**config.mk**
```make
export PLATFORM = sky130hd
export DESIGN_NAME = vec_seq_top
export DESIGN_NICKNAME = d
export VERILOG_FILES = /design/src/rtl/vs_pkg.sv /design/src/rtl/vs_loop_cnt.sv /design/src/rtl/vs_addr_gen.sv /design/src/rtl/vs_out_stage.sv /design/src/rtl/vec_seq_top.sv
export SDC_FILE = /design/constraint.sdc
export NUM_CORES = 1
export LEC_CHECK = 0
export BUFFER_PORTS_ARGS = -buffer_cell sky130_fd_sc_hd__buf_2
export CORE_AREA = 2 2 153 95
export CTS_BUF_LIST = sky130_fd_sc_hd__clkbuf_4 sky130_fd_sc_hd__clkbuf_8 sky130_fd_sc_hd__clkbuf_16
export CTS_CLUSTER_SIZE = 20
export DETAILED_ROUTE_END_ITERATION = 10
export DIE_AREA = 0 0 155 97
export GPL_ROUTABILITY_DRIVEN = 1
export RECOVER_POWER = 50
export SLEW_MARGIN = 20
export SYNTH_ARGS = -nofsm -noshare
export SYNTH_HDL_FRONTEND = slang
export SYNTH_HIERARCHICAL = 1
export SYNTH_SLANG_ARGS = --single-unit
```
**constraint.sdc**
```tcl
create_clock -name clk_i -period 2.21 [get_ports clk_i]
set_clock_uncertainty 0.15 [all_clocks]
set_input_delay 0.1105 -clock clk_i [delete_from_list [all_inputs] [get_ports clk_i]]
set_output_delay 0.1105 -clock clk_i [all_outputs]
set_load 0.05 [all_outputs]
```
**src/rtl/vs_pkg.sv**
```systemverilog
`timescale 1ns/1ps
package vs_pkg;
  typedef struct packed {
    logic cap;
    logic term;
    logic loop;
    logic hold;
  } ctl_t;

  typedef enum logic [1:0] {ST_IDLE, ST_RUN, ST_LAST} state_e;
endpackage

```
**src/rtl/vs_loop_cnt.sv**
```systemverilog
`timescale 1ns/1ps
module vs_loop_cnt #(
  parameter int CNT_W = 16
) (
  input  logic       clk_i,
  input  logic       rst_ni,
  input  logic       wr_i,
  input  logic       hi_sel_i,
  input  logic [7:0] byte_i,
  input  logic       load_i,
  input  logic       dec_i,
  output logic       branch_o,
  output logic       last_o
);
  localparam int HI_W = CNT_W - 8;

  logic [CNT_W-1:0] cfg_q, cnt_q;
  logic             last_q;

  always_ff @(posedge clk_i or negedge rst_ni) begin
    if (!rst_ni) begin
      cfg_q <= '0;
    end else if (wr_i) begin
      if (hi_sel_i) cfg_q[CNT_W-1:8] <= byte_i[HI_W-1:0];
      else          cfg_q[7:0]       <= byte_i;
    end
  end

  assign branch_o = dec_i && (cnt_q != '0);

  always_ff @(posedge clk_i or negedge rst_ni) begin
    if (!rst_ni) begin
      cnt_q  <= '0;
      last_q <= 1'b0;
    end else if (load_i) begin
      cnt_q  <= cfg_q;
      last_q <= (cfg_q == '0);
    end else if (branch_o) begin
      cnt_q  <= cnt_q - 1'b1;
      last_q <= (cnt_q == CNT_W'(1));
    end
  end

  assign last_o = last_q;
endmodule

```
**src/rtl/vs_addr_gen.sv**
```systemverilog
`timescale 1ns/1ps
module vs_addr_gen #(
  parameter int ADDR_W = 13
) (
  input  logic              clk_i,
  input  logic              rst_ni,
  input  logic              load_i,
  input  logic              adv_i,
  input  logic              branch_i,
  input  logic [ADDR_W-1:0] loop_addr_i,
  output logic [ADDR_W-1:0] addr_o,
  output logic              at_top_o,
  output logic              br_pend_o
);
  logic [ADDR_W-1:0] addr_q;
  logic              br_pend_q;

  // branch is armed one vector early, taken after the loop-end vector
  always_ff @(posedge clk_i or negedge rst_ni) begin
    if (!rst_ni) begin
      addr_q    <= '0;
      br_pend_q <= 1'b0;
    end else if (load_i) begin
      addr_q    <= '0;
      br_pend_q <= 1'b0;
    end else if (adv_i) begin
      addr_q    <= br_pend_q ? loop_addr_i : addr_q + 1'b1;
      br_pend_q <= branch_i;
    end
  end

  assign addr_o    = addr_q;
  assign at_top_o  = &addr_q;
  assign br_pend_o = br_pend_q;
endmodule

```
**src/rtl/vs_out_stage.sv**
```systemverilog
`timescale 1ns/1ps
module vs_out_stage #(
  parameter int DATA_W = 40
) (
  input  logic              clk_i,
  input  logic              rst_ni,
  input  logic              clear_i,
  input  logic              adv_i,
  input  logic [DATA_W-1:0] vec_i,
  input  vs_pkg::ctl_t      ctl_i,
  output logic [DATA_W-1:0] vec_o,
  output logic              cap_o,
  output logic              hold_o
);
  logic [DATA_W-1:0] vec_q;
  logic              cap_q, hold_q;

  always_ff @(posedge clk_i or negedge rst_ni) begin
    if (!rst_ni) begin
      vec_q  <= '0;
      cap_q  <= 1'b0;
      hold_q <= 1'b0;
    end else if (clear_i) begin
      cap_q  <= 1'b0;
      hold_q <= 1'b0;
    end else if (adv_i) begin
      vec_q  <= vec_i;
      cap_q  <= ctl_i.cap;
      hold_q <= ctl_i.hold;
    end
  end

  assign vec_o  = vec_q;
  assign cap_o  = cap_q;
  assign hold_o = hold_q;
endmodule

```
**src/rtl/vec_seq_top.sv**
```systemverilog
`timescale 1ns/1ps
module vec_seq_top #(
  parameter int ADDR_W = 13,
  parameter int DATA_W = 40,
  parameter int CNT_W  = 16
) (
  input  logic              clk_i,
  input  logic              rst_ni,
  input  logic              start_i,
  input  logic              stop_i,
  input  logic              wait_rel_i,
  input  logic [7:0]        cnt_byte_i,
  input  logic              cnt_hi_sel_i,
  input  logic              cnt_wr_i,
  input  logic [ADDR_W-1:0] loop_addr_i,
  output logic [ADDR_W-1:0] mem_addr_o,
  input  logic [DATA_W-1:0] mem_vec_i,
  input  logic [3:0]        mem_ctl_i,
  output logic [DATA_W-1:0] vec_o,
  output logic              cap_o,
  output logic              busy_o,
  output logic              done_o
);
  import vs_pkg::*;

  state_e state_q;
  logic   done_q, end_pend_q;
  ctl_t   ctl;
  logic   hold_q, cap_q, last, branch, at_top, br_pend;
  logic   stall, go, adv, to_idle, term_now;

  assign ctl      = ctl_t'(mem_ctl_i);
  assign stall    = hold_q && !wait_rel_i;
  assign go       = (state_q == ST_IDLE) && start_i;
  assign adv      = (state_q == ST_RUN) && !stop_i && !stall;
  assign to_idle  = (state_q != ST_IDLE) && (stop_i || ((state_q == ST_LAST) && !stall));
  assign term_now = ctl.term && last;

  always_ff @(posedge clk_i or negedge rst_ni) begin
    if (!rst_ni) begin
      state_q    <= ST_IDLE;
      done_q     <= 1'b0;
      end_pend_q <= 1'b0;
    end else begin
      if (go) begin
        state_q    <= ST_RUN;
        done_q     <= 1'b0;
        end_pend_q <= 1'b0;
      end else if (to_idle) begin
        state_q <= ST_IDLE;
        done_q  <= 1'b1;
      end else if (adv) begin
        end_pend_q <= term_now;
        if (end_pend_q || at_top) state_q <= ST_LAST;
      end
    end
  end

  vs_loop_cnt #(.CNT_W(CNT_W)) u_cnt (
    .clk_i    (clk_i),
    .rst_ni   (rst_ni),
    .wr_i     (cnt_wr_i),
    .hi_sel_i (cnt_hi_sel_i),
    .byte_i   (cnt_byte_i),
    .load_i   (go),
    .dec_i    (adv && ctl.loop),
    .branch_o (branch),
    .last_o   (last)
  );

  vs_addr_gen #(.ADDR_W(ADDR_W)) u_addr (
    .clk_i       (clk_i),
    .rst_ni      (rst_ni),
    .load_i      (go),
    .adv_i       (adv),
    .branch_i    (branch),
    .loop_addr_i (loop_addr_i),
    .addr_o      (mem_addr_o),
    .at_top_o    (at_top),
    .br_pend_o   (br_pend)
  );

  vs_out_stage #(.DATA_W(DATA_W)) u_out (
    .clk_i   (clk_i),
    .rst_ni  (rst_ni),
    .clear_i (go || to_idle),
    .adv_i   (adv),
    .vec_i   (mem_vec_i),
    .ctl_i   (ctl),
    .vec_o   (vec_o),
    .cap_o   (cap_q),
    .hold_o  (hold_q)
  );

  // capture edge falls mid-period
  assign cap_o  = cap_q & clk_i;
  assign busy_o = (state_q != ST_IDLE);
  assign done_o = done_q;
endmodule

```
Word level (Yosys, flattened, before mapping)
Cells that the tools add are included.
Word-level totals
  logic and storage cells: 74
  output and inout bits: 56
  flip-flop bits (word level): 93
  bits of input ports: 72
Cells by class
  equality and inequality tests: 4
  muxes and demuxes: 22
  reduce and logical (&&, ||, !) cells: 31
  bitwise gates (word level): 3
  $add $sub $neg: 2
Operators with widths (number)
  13-bit 2-to-1 mux: 3
  16-bit 2-to-1 mux: 2
  16-bit by 1-bit == test with 1-bit output, second input constant: 1
  16-bit logical NOT: 1
  16-bit nonzero test: 1
  16-bit by 1-bit subtractor with 16-bit output, second input constant: 1
  13-bit by 1-bit adder with 13-bit output, second input constant: 1
  1-bit 2-to-1 mux: 13
  13-bit AND reduction: 1
  2-bit AND reduction: 5
  2-bit nonzero test: 5
  1-bit logical AND: 9
  2-bit 2-to-1 mux: 4
  3-bit nonzero test: 2
  1-bit logical NOT: 3
  1-bit logical OR: 3
  2-bit by 1-bit == test with 1-bit output, second input constant: 1
  2-bit == test, second input constant: 1
  2-bit logical NOT: 1
  2-bit inequality test, second input constant: 1
  1-bit NOT: 2
  1-bit bitwise AND: 1

Depth between registers and ports, before layout
Gate-level depths: netlist (run 1).
  depth after elaboration: 9
  depth in mapped cells: 8

Hierarchy
Netlist (run 1), hierarchy kept.
Modules (own cells, without submodules)
  vs_out_stage: sequential area each 1051.0 µm², area each 1769.2 µm², cells each 91, times used 1
  vs_loop_cnt: sequential area each 825.8 µm², area each 1742.9 µm², cells each 158, times used 1
  vs_addr_gen: sequential area each 350.3 µm², area each 914.6 µm², cells each 106, times used 1
  vec_seq_top: sequential area each 100.1 µm², area each 252.7 µm², cells each 25, times used 1

==> out/results.tsv, run 1 <==
metric	value	unit
Yosys reg bits	93	
final RePlAce weighted congestion	0.868	
minimum clock period after layout	2.14	ns
Max IR drop VDD	0.586	mV
DRC	0	
Hold WC Path Type	input pin to flop	
worst skew pair latency	0.46	ns
Pre-antenna DRT Iters	5	
ys flop type	dfrtp_1	
CP required	2.40	ns
starting density of the core	0.347	
total grt overflow	0	
Setup CP Type	flop to flop	
Vias per Instance	5.04	
most common cell after layout, fill and taps aside	buf_2	
Port Buffers	127	
family with the most delay on the worst path	simple AND/OR/NAND/NOR gates	
# IOs	128	
final worst slack	0.0682	ns
Seq/Total Area, Yosys	0.497	
Final Max Slew Viols	0	
first-pass GRT wire length	20.5	mm
Crit Path Max Fanout	16	
Post-Layout Inst Area	6840	um2
Avg Synthesized Cell Area	12.3	um2
crit-path cells	or2_2 > o22a_1 > and2b_4 > clkbuf_16 > mux2_4	
drt first-iter violations	328	
PD cells	1390	nW/um2
CTS tree	done	
total die area	15000	um2
Final Hold Vio Count	0	
Leakage	0.00307	uW
ant diodes	0	
DPL Wire Length	8.58	mm
max_cap viols	0	
run status	finished, final reports clean	
vias in the first global route	3867	
CP max stage delay	0.46	ns
Via Count	3993	
DRT Wirelength	12.8	mm
flop2flop setup slack	0.07	ns
Synth cell types	63	
post-DR wirelength/cell	16.1	um
DP Worst Slack	0.0277	ns
antenna violations before repair	0	
placed cell area	5710	um2
DIE WIDTH	155	um
clock-pin slew on the worst setup and hold paths	0.07	ns
cell count after synthesis	380	
nature of the critical path endpoint	flop	
FP Rows	33	
worst slew pin tran	1.15	ns
share of layout cells above drive strength 1	0.413	
Layout area overhead	46.1	%
Yosys warning count	6	
fmax	467	MHz
critical path's slowest cell	dfrtp_1	
nets	688	
FFs w/ async S/R, synth	1.00	
All-Layer GR Usage	0.173	
most frequent cells in the layout	115 x buf_2, 93 x dfrtp_1, 71 x dlygate4sd3_1, 40 x mux2_4	
pin count of the biggest net entering global routing	45	
number of synthesized flops with an enable pin	0	
final setup vio count	0	
Core ar.	13500	um2
Filler cells	1155	
crit path DAT	2.34	ns
Die Ht	97	um
CP bufs+invs	1	
RSZ-0062 raised after global routing	false	
Syn Std Cell Area	4680	um2
Hold Worst Slack	0.0239	ns
Worst setup SP type	flop	
Rel. slew slack	0.232	
Syn Nets	455	
Routed Antenna Nets	0	
Final Cycle Share	0.969	
Setup TNS	0	ns
[through the flow]
stage | total power (uW) | std cells | util
global route | 9980 | 793 | 0.506
floorplan | 6270 | 380 | -
global placement | 7460 | 701 | 0.423
detailed placement | 7520 | 701 | 0.423
finish | 9480 | 793 | 0.506
CTS | 9450 | 791 | 0.503
[timing repair]
item | CTS | global route
setup buffers | 0 | 1
gates resized for setup | 0 | 8
hold buffers | 71 | 0
endpoints found under the hold margin | 168 | 0
endpoints found under the setup margin | 0 | 42
[routing by layer]
layer	wire, um	part of all wire	global-route usage
met1	6480	0.51	0.261
met2	5030	0.39	0.236
met3	1180	0.092	0.0573
met4	93	0.0073	0.0420
met5	0	0	0
[final cells by class]
class,count,area (um2),area share
clock inverters,7,68.8,0.0101
clock buffers,13,305,0.0446
repair buffers,236,1690,0.247
multi-input cells,262,2200,0.322
flip-flops and latches,93,2330,0.340
inverters,7,26.3,0.00384
well taps,175,219,0.0320
[logic make-up after synthesis]
kind of cell / count (synthesis) / synth area share
AOI/OAI and AO/OA: 75 / 0.119
xor gates and xnor gates: 3 / 0.00562
adders and majority gates: 3 / 0.00802
buffers and inverters: 25 / 0.0377
DFF: 93 / 0.497
muxes: 66 / 0.188
and+or+nand+nor: 115 / 0.144
[cells in the mapped netlist (4+ instances only)]
cell,number,area [um2]
a22oi_1,11,82.6
a21oi_1,7,35.0
nor4_1,10,62.6
nor2b_1,4,25.0
nor2_1,32,120
a31oi_1,4,25.0
mux2_2,16,180
clkbuf_1,10,37.5
inv_1,7,26.3
o21ai_0,13,65.1
buf_12,4,80.1
nand2b_1,4,25.0
mux2_4,40,601
a221o_1,10,100
nor3_1,6,30.0
dfrtp_1,93,2330
nand2_1,19,71.3
and2_1,4,25.0
mux2i_1,10,100
nand3_1,7,35.0
[flip-flops by register name (all words and copies together) (netlist names)]
| signal | count |
|---|---|
| u_out/vec_o | 40 |
| u_cnt/cfg_q | 16 |
| u_cnt/cnt_q | 16 |
| u_addr/addr_o | 13 |
| state_q | 2 |
| done_o | 1 |
| end_pend_q | 1 |
| u_addr/br_pend_o | 1 |
| u_cnt/last_o | 1 |
| u_out/cap_o | 1 |
| u_out/hold_o | 1 |
[worst min-delay path, stage by stage]
cell     delay [ns]
buf_2          0.09
nor2b_1        0.14
mux2_2         0.26
[path summary, 6_finish.rpt]
kind | start | cells after the start | end
worst max register to register | state_q[1]$_DFFE_PN0P_ | 5 | u_out/vec_o[39]$_DFFE_PN0P_
worst min-delay path | cnt_hi_sel_i | 3 | u_cnt/cfg_q[6]$_DFFE_PN0P_
max in group asynchronous | rst_ni | 3 | u_out/vec_o[31]$_DFFE_PN0P_
worst min register to register | u_out/vec_o[28]$_DFFE_PN0P_ | 1 | u_out/vec_o[28]$_DFFE_PN0P_
worst max-delay path | state_q[1]$_DFFE_PN0P_ | 5 | u_out/vec_o[39]$_DFFE_PN0P_
min in group asynchronous | rst_ni | 2 | u_out/vec_o[24]$_DFFE_PN0P_
[where the power goes]
| group | internal, uW | leakage (uW) | switching, uW |
|---|---|---|---|
| Clock | 1020 | 0.000182 | 766 |
| Combinational | 1780 | 0.00177 | 2960 |
| Sequential | 2380 | 0.00113 | 575 |
| Total | 5180 | 0.00307 | 4300 |
(Power assumes the default switching activity.)
==> run 2, diff against run 1 <==
--- a/config.mk
+++ b/config.mk
@@ -14,2 +14,3 @@
 export GPL_ROUTABILITY_DRIVEN = 1
+export PLACE_DENSITY_LB_ADDON = 0.25
 export RECOVER_POWER = 50
==> constraint.sdc (replaced) <==
create_clock -name clk_i -period 2.21 [get_ports clk_i]
set_clock_uncertainty 0.15 [all_clocks]
set_input_delay 0.221 -clock clk_i [delete_from_list [all_inputs] [get_ports clk_i]]
set_output_delay 0.221 -clock clk_i [all_outputs]
set_load 0.05 [all_outputs]
==> run 2 against run 1 <==
  * Global-route usage rose by 0.063 points
  * Sequential cell count did not move
  * Utilization fell by 0.82 points
  * First-iteration DRC count rose by 4.0%
  * Clock power rose by 4%
  * Clock-buffer cell count did not move
  * Routed wire length fell by 0.63%
  * Largest power group unchanged
  * Sequential share of layout area rose by 0.56 points
  * Final cell count fell by 1.1%
  * Worst hold slack got worse by 0.020 ns
==> out/results.tsv, run 2 (synthesized netlist as in run 1, its figures left out) <==
metric	value	unit	change
run status	finished, final reports clean		
Max IR drop VDD	0.527	mV	-10%
CP required	2.38	ns	-0.02 ns
FP Rows	33		unchanged
post-DR wirelength/cell	16.2	um	+0.51%
Final Cycle Share	0.960		-0.00948
worst hold path startpoint	wait_rel_i		
RSZ-0062 raised after global routing	true		
Reg2Reg Depth	5		unchanged
Routed Antenna Nets	0		unchanged
clock-pin slew on the worst setup and hold paths	0.07	ns	about the same
most frequent cells in the layout	115 x buf_2, 93 x dfrtp_1, 66 x dlygate4sd3_1, 40 x mux2_4, 31 x nor2_1		
All-Layer GR Usage	0.174		+0.000630
nets	679		-1.3%
final RePlAce weighted congestion	0.910		+4.8%
vias in the first global route	3993		+3.3%
share of layout cells above drive strength 1	0.412		-0.000470
Filler cells	1223		+5.9%
CP bufs+invs	1		unchanged
fmax	471	MHz	+0.99%
crit-path cells	or2_2 > o22a_1 > and2b_4 > buf_12 > mux2_4		
Setup CP Type	flop to flop		
DRT Wirelength	12.7	mm	-0.63%
worst r2r src	state_q[1]$_DFFE_PN0P_		
Die Ht	97	um	unchanged
critical path's slowest cell	dfrtp_1		
Port Buffers	127		unchanged
Final Hold Vio Count	0		unchanged
first-pass GRT wire length	20.7	mm	+1.2%
DRC	0		unchanged
DPL Wire Length	8.72	mm	+1.6%
DIE WIDTH	155	um	unchanged
Post-Layout Inst Area	6730	um2	-1.6%
placed cell area	5710	um2	about the same
Via Count	4018		+0.63%
minimum clock period after layout	2.12	ns	-0.0209 ns
Hold Path End	state_q[1]$_DFFE_PN0P_		
family with the most delay on the worst path	simple AND/OR/NAND/NOR gates		
nature of the critical path endpoint	flop		
Crit Path Max Fanout	20		+4
worst slew pin tran	1.01	ns	-0.138 ns
CP max stage delay	0.44	ns	-0.02 ns
flop2flop setup slack	0.09	ns	+0.02 ns
Final Max Slew Viols	0		unchanged
PD cells	1410	nW/um2	+1.8%
Crit Reg-Reg Endpoint	u_out/vec_o[7]$_DFFE_PN0P_		
critical path depth in cells	5		unchanged
Core ar.	13500	um2	unchanged
Pre-antenna DRT Iters	5		unchanged
total grt overflow	0		unchanged
# IOs	128		unchanged
CTS tree	done		
ant diodes	0		unchanged
crit path DAT	2.30	ns	-0.04 ns
pin count of the biggest net entering global routing	40		-11%
most common cell after layout, fill and taps aside	buf_2		
setup repair bufs after CTS	0		unchanged
Hold WC Path Type	input pin to flop		
max_cap viols	0		unchanged
Layout area overhead	43.7	%	
Hold Worst Slack	0.00435	ns	-0.0195 ns
starting density of the core	0.347		unchanged
Leakage	0.00303	uW	-1.5%
Worst setup SP type	flop		
Hold Crit Depth	4		+1
max FFs per register	40		unchanged
Rel. slew slack	0.323		+0.0919
drt first-iter violations	341		+4.0%
final setup vio count	0		unchanged
antenna violations before repair	0		unchanged
total die area	15000	um2	unchanged
Vias per Instance	5.13		+1.8%
worst skew pair latency	0.45	ns	about the same
-- run 2: through the flow --
stage / TNS (ns) / util / std cells / total power (uW) / setup slack [ns]
floorplan: 0 / - / 380 / 6270 / 0.0172
global placement: 0 / 0.423 / 699 / 7430 / 0.0779
detailed placement: 0 / 0.423 / 699 / 7490 / 0.0758
CTS: 0 / 0.500 / 784 / 9490 / 0.0570
global route: -0.0165 / 0.498 / 784 / 10000 / -0.0165
finish: 0 / 0.498 / 784 / 9480 / 0.0891
-- run 2: metal layers --
metal / share of wire / global-route usage / up-vias
met4: 0.0041 / 0.0385 / 0
met3: 0.088 / 0.0547 / 6
met2: 0.41 / 0.243 / 170
li1: - / - / 1860
met1: 0.50 / 0.261 / 1982
met5: 0 / 0 / -
-- run 2: cell type report --
type | instances | area (um2) | area share
Tap cell | 175 | 219 | 0.0326
Clock inverter | 7 | 81.3 | 0.0121
Clock buffer | 13 | 305 | 0.0454
Inverter | 7 | 26.3 | 0.00391
Sequential cell | 93 | 2330 | 0.346
Timing Repair Buffer | 227 | 1570 | 0.233
Multi-Input combinational cell | 262 | 2200 | 0.327
-- run 2: worst max-delay path by stage --
stage | startpoint | to | slack [ns]
after CTS | state_q[1]$_DFFE_PN0P_ | u_cnt/cnt_q[8]$_DFFE_PN0P_ | 0.06
after detailed placement | state_q[1]$_DFFE_PN0P_ | u_cnt/cnt_q[8]$_DFFE_PN0P_ | 0.08
after global routing | stop_i | u_cnt/cnt_q[5]$_DFFE_PN0P_ | -0.02
after floorplan | u_addr/addr_o[0]$_DFFE_PN0P_ | state_q[1]$_DFFE_PN0P_ | 0.02
final | state_q[1]$_DFFE_PN0P_ | u_out/vec_o[7]$_DFFE_PN0P_ | 0.09
after global placement | state_q[1]$_DFFE_PN0P_ | u_cnt/cnt_q[8]$_DFFE_PN0P_ | 0.08
-- run 2: worst reg2reg max path, delay by kind of cell (launching register included) --
kind	cells	cell delay [ns]
buffers and inverters	1	0.22
AO/OA/AOI/OAI	1	0.23
flip-flops	1	0.44
multiplexers	1	0.32
AND/OR/NAND/NOR	2	0.65
-- run 2: power breakdown --
| group | internal (uW) | total [uW] | switching [uW] |
|---|---|---|---|
| Sequential | 2380 | 2960 | 584 |
| Clock | 1130 | 1860 | 735 |
| Combinational | 1740 | 4660 | 2920 |
| Total | 5240 | 9480 | 4240 |
-- run 2: what timing repair did --
action / CTS / global route
endpoints found under the setup margin: 0 / 24
hold endpoints to repair: 108 / 0
resized for setup: 0 / 5
hold buffers: 66 / 0
==> run 3, diff against run 2 <==
Settings changed: CORE_AREA 2 2 153 95 to 2 2 149 93, DIE_AREA 0 0 155 97 to 0 0 151 95, SYNTH_HIERARCHICAL 1 to unset.
==> run 3 against run 2 <==
  * Utilization down 0.91 points
  * Final cell count increased by 10%
  * Sequential power barely moved
  * Combinational power shrank 6.0%
  * Via count increased by 5.6%
  * First-iteration DRC count shrank 3.5%
==> out/results.tsv, run 3 <==
metric	value	unit	change
Synth cell types	60		-4.8%
count leader, synth	nand2_1		
CTS tree	done		
Final Max Slew Viols	0		unchanged
Synth top area share	0.524		+0.0268
most common cell after layout, fill and taps aside	nand2_1		
Routed Antenna Nets	0		unchanged
Setup TNS	0	ns	unchanged
RSZ-0062 raised after global routing	false		
Max IR drop VDD	0.988	mV	+88%
total die area	14300	um2	-4.6%
starting density of the core	0.338		-0.00839
max_cap viols	0		unchanged
Final Cycle Share	0.949		-0.0104
final RePlAce weighted congestion	0.894		-1.8%
Yosys warning count	0		-6
Leakage	0.00310	uW	+2.4%
Hold WC Path Type	input pin to flop		
CP required	2.40	ns	+0.02 ns
Syn Nets	544		+20%
cell count after synthesis	469		+23%
total grt overflow	0		unchanged
antenna violations before repair	0		unchanged
ant diodes	0		unchanged
Seq/Total Area, Yosys	0.524		+0.0268
Hold Worst Slack	0.0189	ns	+0.0146 ns
Via Count	4245		+5.6%
vias in the first global route	4155		+4.1%
run status	finished, final reports clean		
PD cells	1420	nW/um2	+0.62%
Yosys reg bits	93		unchanged
first-pass GRT wire length	21.6	mm	+4.2%
Vias per Instance	4.91		-4.1%
Worst setup SP type	flop		
metal3 WL	906	um	-19%
DRC	0		unchanged
max FFs per register	40		unchanged
worst skew pair latency	0.46	ns	about the same
top post-synthesis cells by area	dfrtp_1 52%, nand2_1 12%, mux2_2 4.1%		
All-Layer GR Usage	0.197		+0.0229
post-DR wirelength/cell	15.3	um	-5.5%
nets	759		+12%
Final Hold Vio Count	0		unchanged
Post-Route M1 WL	6.33	mm	+0.72%
minimum clock period after layout	2.10	ns	-0.0230 ns
share of layout cells above drive strength 1	0.283		-0.129
# IOs	128		unchanged
DR top layer	met4		
area leader, netlist	dfrtp_1		
Pre-antenna DRT Iters	5		unchanged
Crit Path Max Fanout	5		-75%
worst slew pin tran	0.970	ns	-0.0447 ns
nature of the critical path endpoint	flop		
Setup CP Type	flop to flop		
drt first-iter violations	329		-3.5%
Die Ht	95	um	-2.1%
Layout area overhead	44.6	%	
FP Rows	33		unchanged
DP Worst Slack	0.0502	ns	-0.0257 ns
DPL Wire Length	8.99	mm	+3.1%
Rel. slew slack	0.353		+0.0298
Syn Std Cell Area	4440	um2	-5.1%
met2 routed WL	5.85	mm	+12%
most frequent cells in the layout	147 x nand2_1, 110 x buf_2, 93 x dfrtp_1, 65 x dlygate4sd3_1, 27 x buf_4		
final worst slack	0.112	ns	+0.0230 ns
Port Buffers	127		unchanged
crit path DAT	2.29	ns	about the same
number of synthesized flops with an enable pin	0		unchanged
ys flop type	dfrtp_1		
DIE WIDTH	151	um	-2.6%
clock-pin slew on the worst setup and hold paths	0.07	ns	about the same
DRT Wirelength	13.2	mm	+4.1%
FFs w/ async S/R, synth	1.00		unchanged
Core ar.	13100	um2	-2.8%
Avg Synthesized Cell Area	9.47	um2	-23%
pin count of the biggest net entering global routing	47		+18%
final setup vio count	0		unchanged
Commonest cells post-synth	147 x nand2_1, 93 x dfrtp_1, 26 x o21ai_0, 23 x nor2_1, 16 x mux2_2		
fmax	477	MHz	+1.1%
-- run 3: changes by cell type after synthesis, moves of 5 or more --
| cell | change |
|---|---|
| nand3_1 | +6 |
| mux2_4 | -40 |
| mux2i_1 | -9 |
| nor3_1 | +5 |
| xor2_1 | +5 |
| nor2_1 | -9 |
| nand2_1 | +128 |
| o21ai_0 | +13 |
| a22oi_1 | -11 |
| clkbuf_1 | +5 |
-- run 3: cells by family after synthesis --
family                     Yosys count  synth area share
xor gates and xnor gates            12            0.0237
DFF                                 93             0.524
buffers and inverters               30            0.0344
AOI/OAI and AO/OA                   74             0.111
and+or+nand+nor                    239             0.253
adders and majority gates            4            0.0107
muxes                               17            0.0428
-- run 3: power by group --
group / total, uW / switching, uW / internal (uW)
clock network: 1790 / 733 / 1060
logic: 4380 / 3060 / 1320
registers: 2950 / 599 / 2350
total: 9110 / 4390 / 4720
-- run 3: repair_timing --
action | in CTS | in global routing
hold buffers | 65 | 0
setup buffers | 0 | 1
endpoints found under the setup margin | 0 | 11
gates resized for setup | 0 | 7
hold endpoints to repair | 107 | 0
-- run 3: worst paths after layout --
path / from / to / slack (ns) / depth (start not counted)
worst max register to register: u_cnt.cnt_q[1]$_DFFE_PN0P_ / u_cnt.cnt_q[9]$_DFFE_PN0P_ / 0.11 / 8
worst max-delay path: u_cnt.cnt_q[1]$_DFFE_PN0P_ / u_cnt.cnt_q[9]$_DFFE_PN0P_ / 0.11 / 8
worst min-delay path: loop_addr_i[10] / u_addr.addr_o[10]$_DFFE_PN0P_ / 0.02 / 3
min in group asynchronous: rst_ni / u_cnt.cnt_q[10]$_DFFE_PN0P_ / 0.32 / 2
max in group asynchronous: rst_ni / u_out.vec_o[39]$_DFFE_PN0P_ / 0.43 / 3
worst min register to register: u_out.vec_o[11]$_DFFE_PN0P_ / u_out.vec_o[11]$_DFFE_PN0P_ / 0.32 / 2
-- run 3: critical path, stage by stage (launching register included) --
cell     delay, ns
dfrtp_1       0.39
inv_1         0.09
ha_1          0.16
nor3b_2       0.17
buf_4         0.18
nand4_4       0.14
buf_4         0.19
a31o_1        0.20
a221o_1       0.29
-- run 3: stage by stage --
| step | instances | utilization | power, uW | area, um2 |
|---|---|---|---|---|
| floorplan | 469 | - | 5970 | 4440 |
| global placement | 779 | 0.412 | 7170 | 5410 |
| detailed placement | 779 | 0.412 | 7240 | 5410 |
| CTS | 863 | 0.489 | 9150 | 6430 |
| global route | 864 | 0.489 | 9700 | 6420 |
| finish | 864 | 0.489 | 9110 | 6420 |
-- run 3: area by class of cell --
class | count | area, um2
flip-flops and latches | 93 | 2330
clock buffers | 15 | 327
inverters | 10 | 37.5
clock inverters | 5 | 42.5
repair buffers | 220 | 1480
well taps | 175 | 219
fillers | 1248 | 6710
multi-input cells | 346 | 1990
-- run 3: layer usage --
metal	GRT usage	vias to the layer above
met3	0.0667	14
met5	0	-
met2	0.288	145
met4	0.0467	0
met1	0.280	2040
li1	-	2046
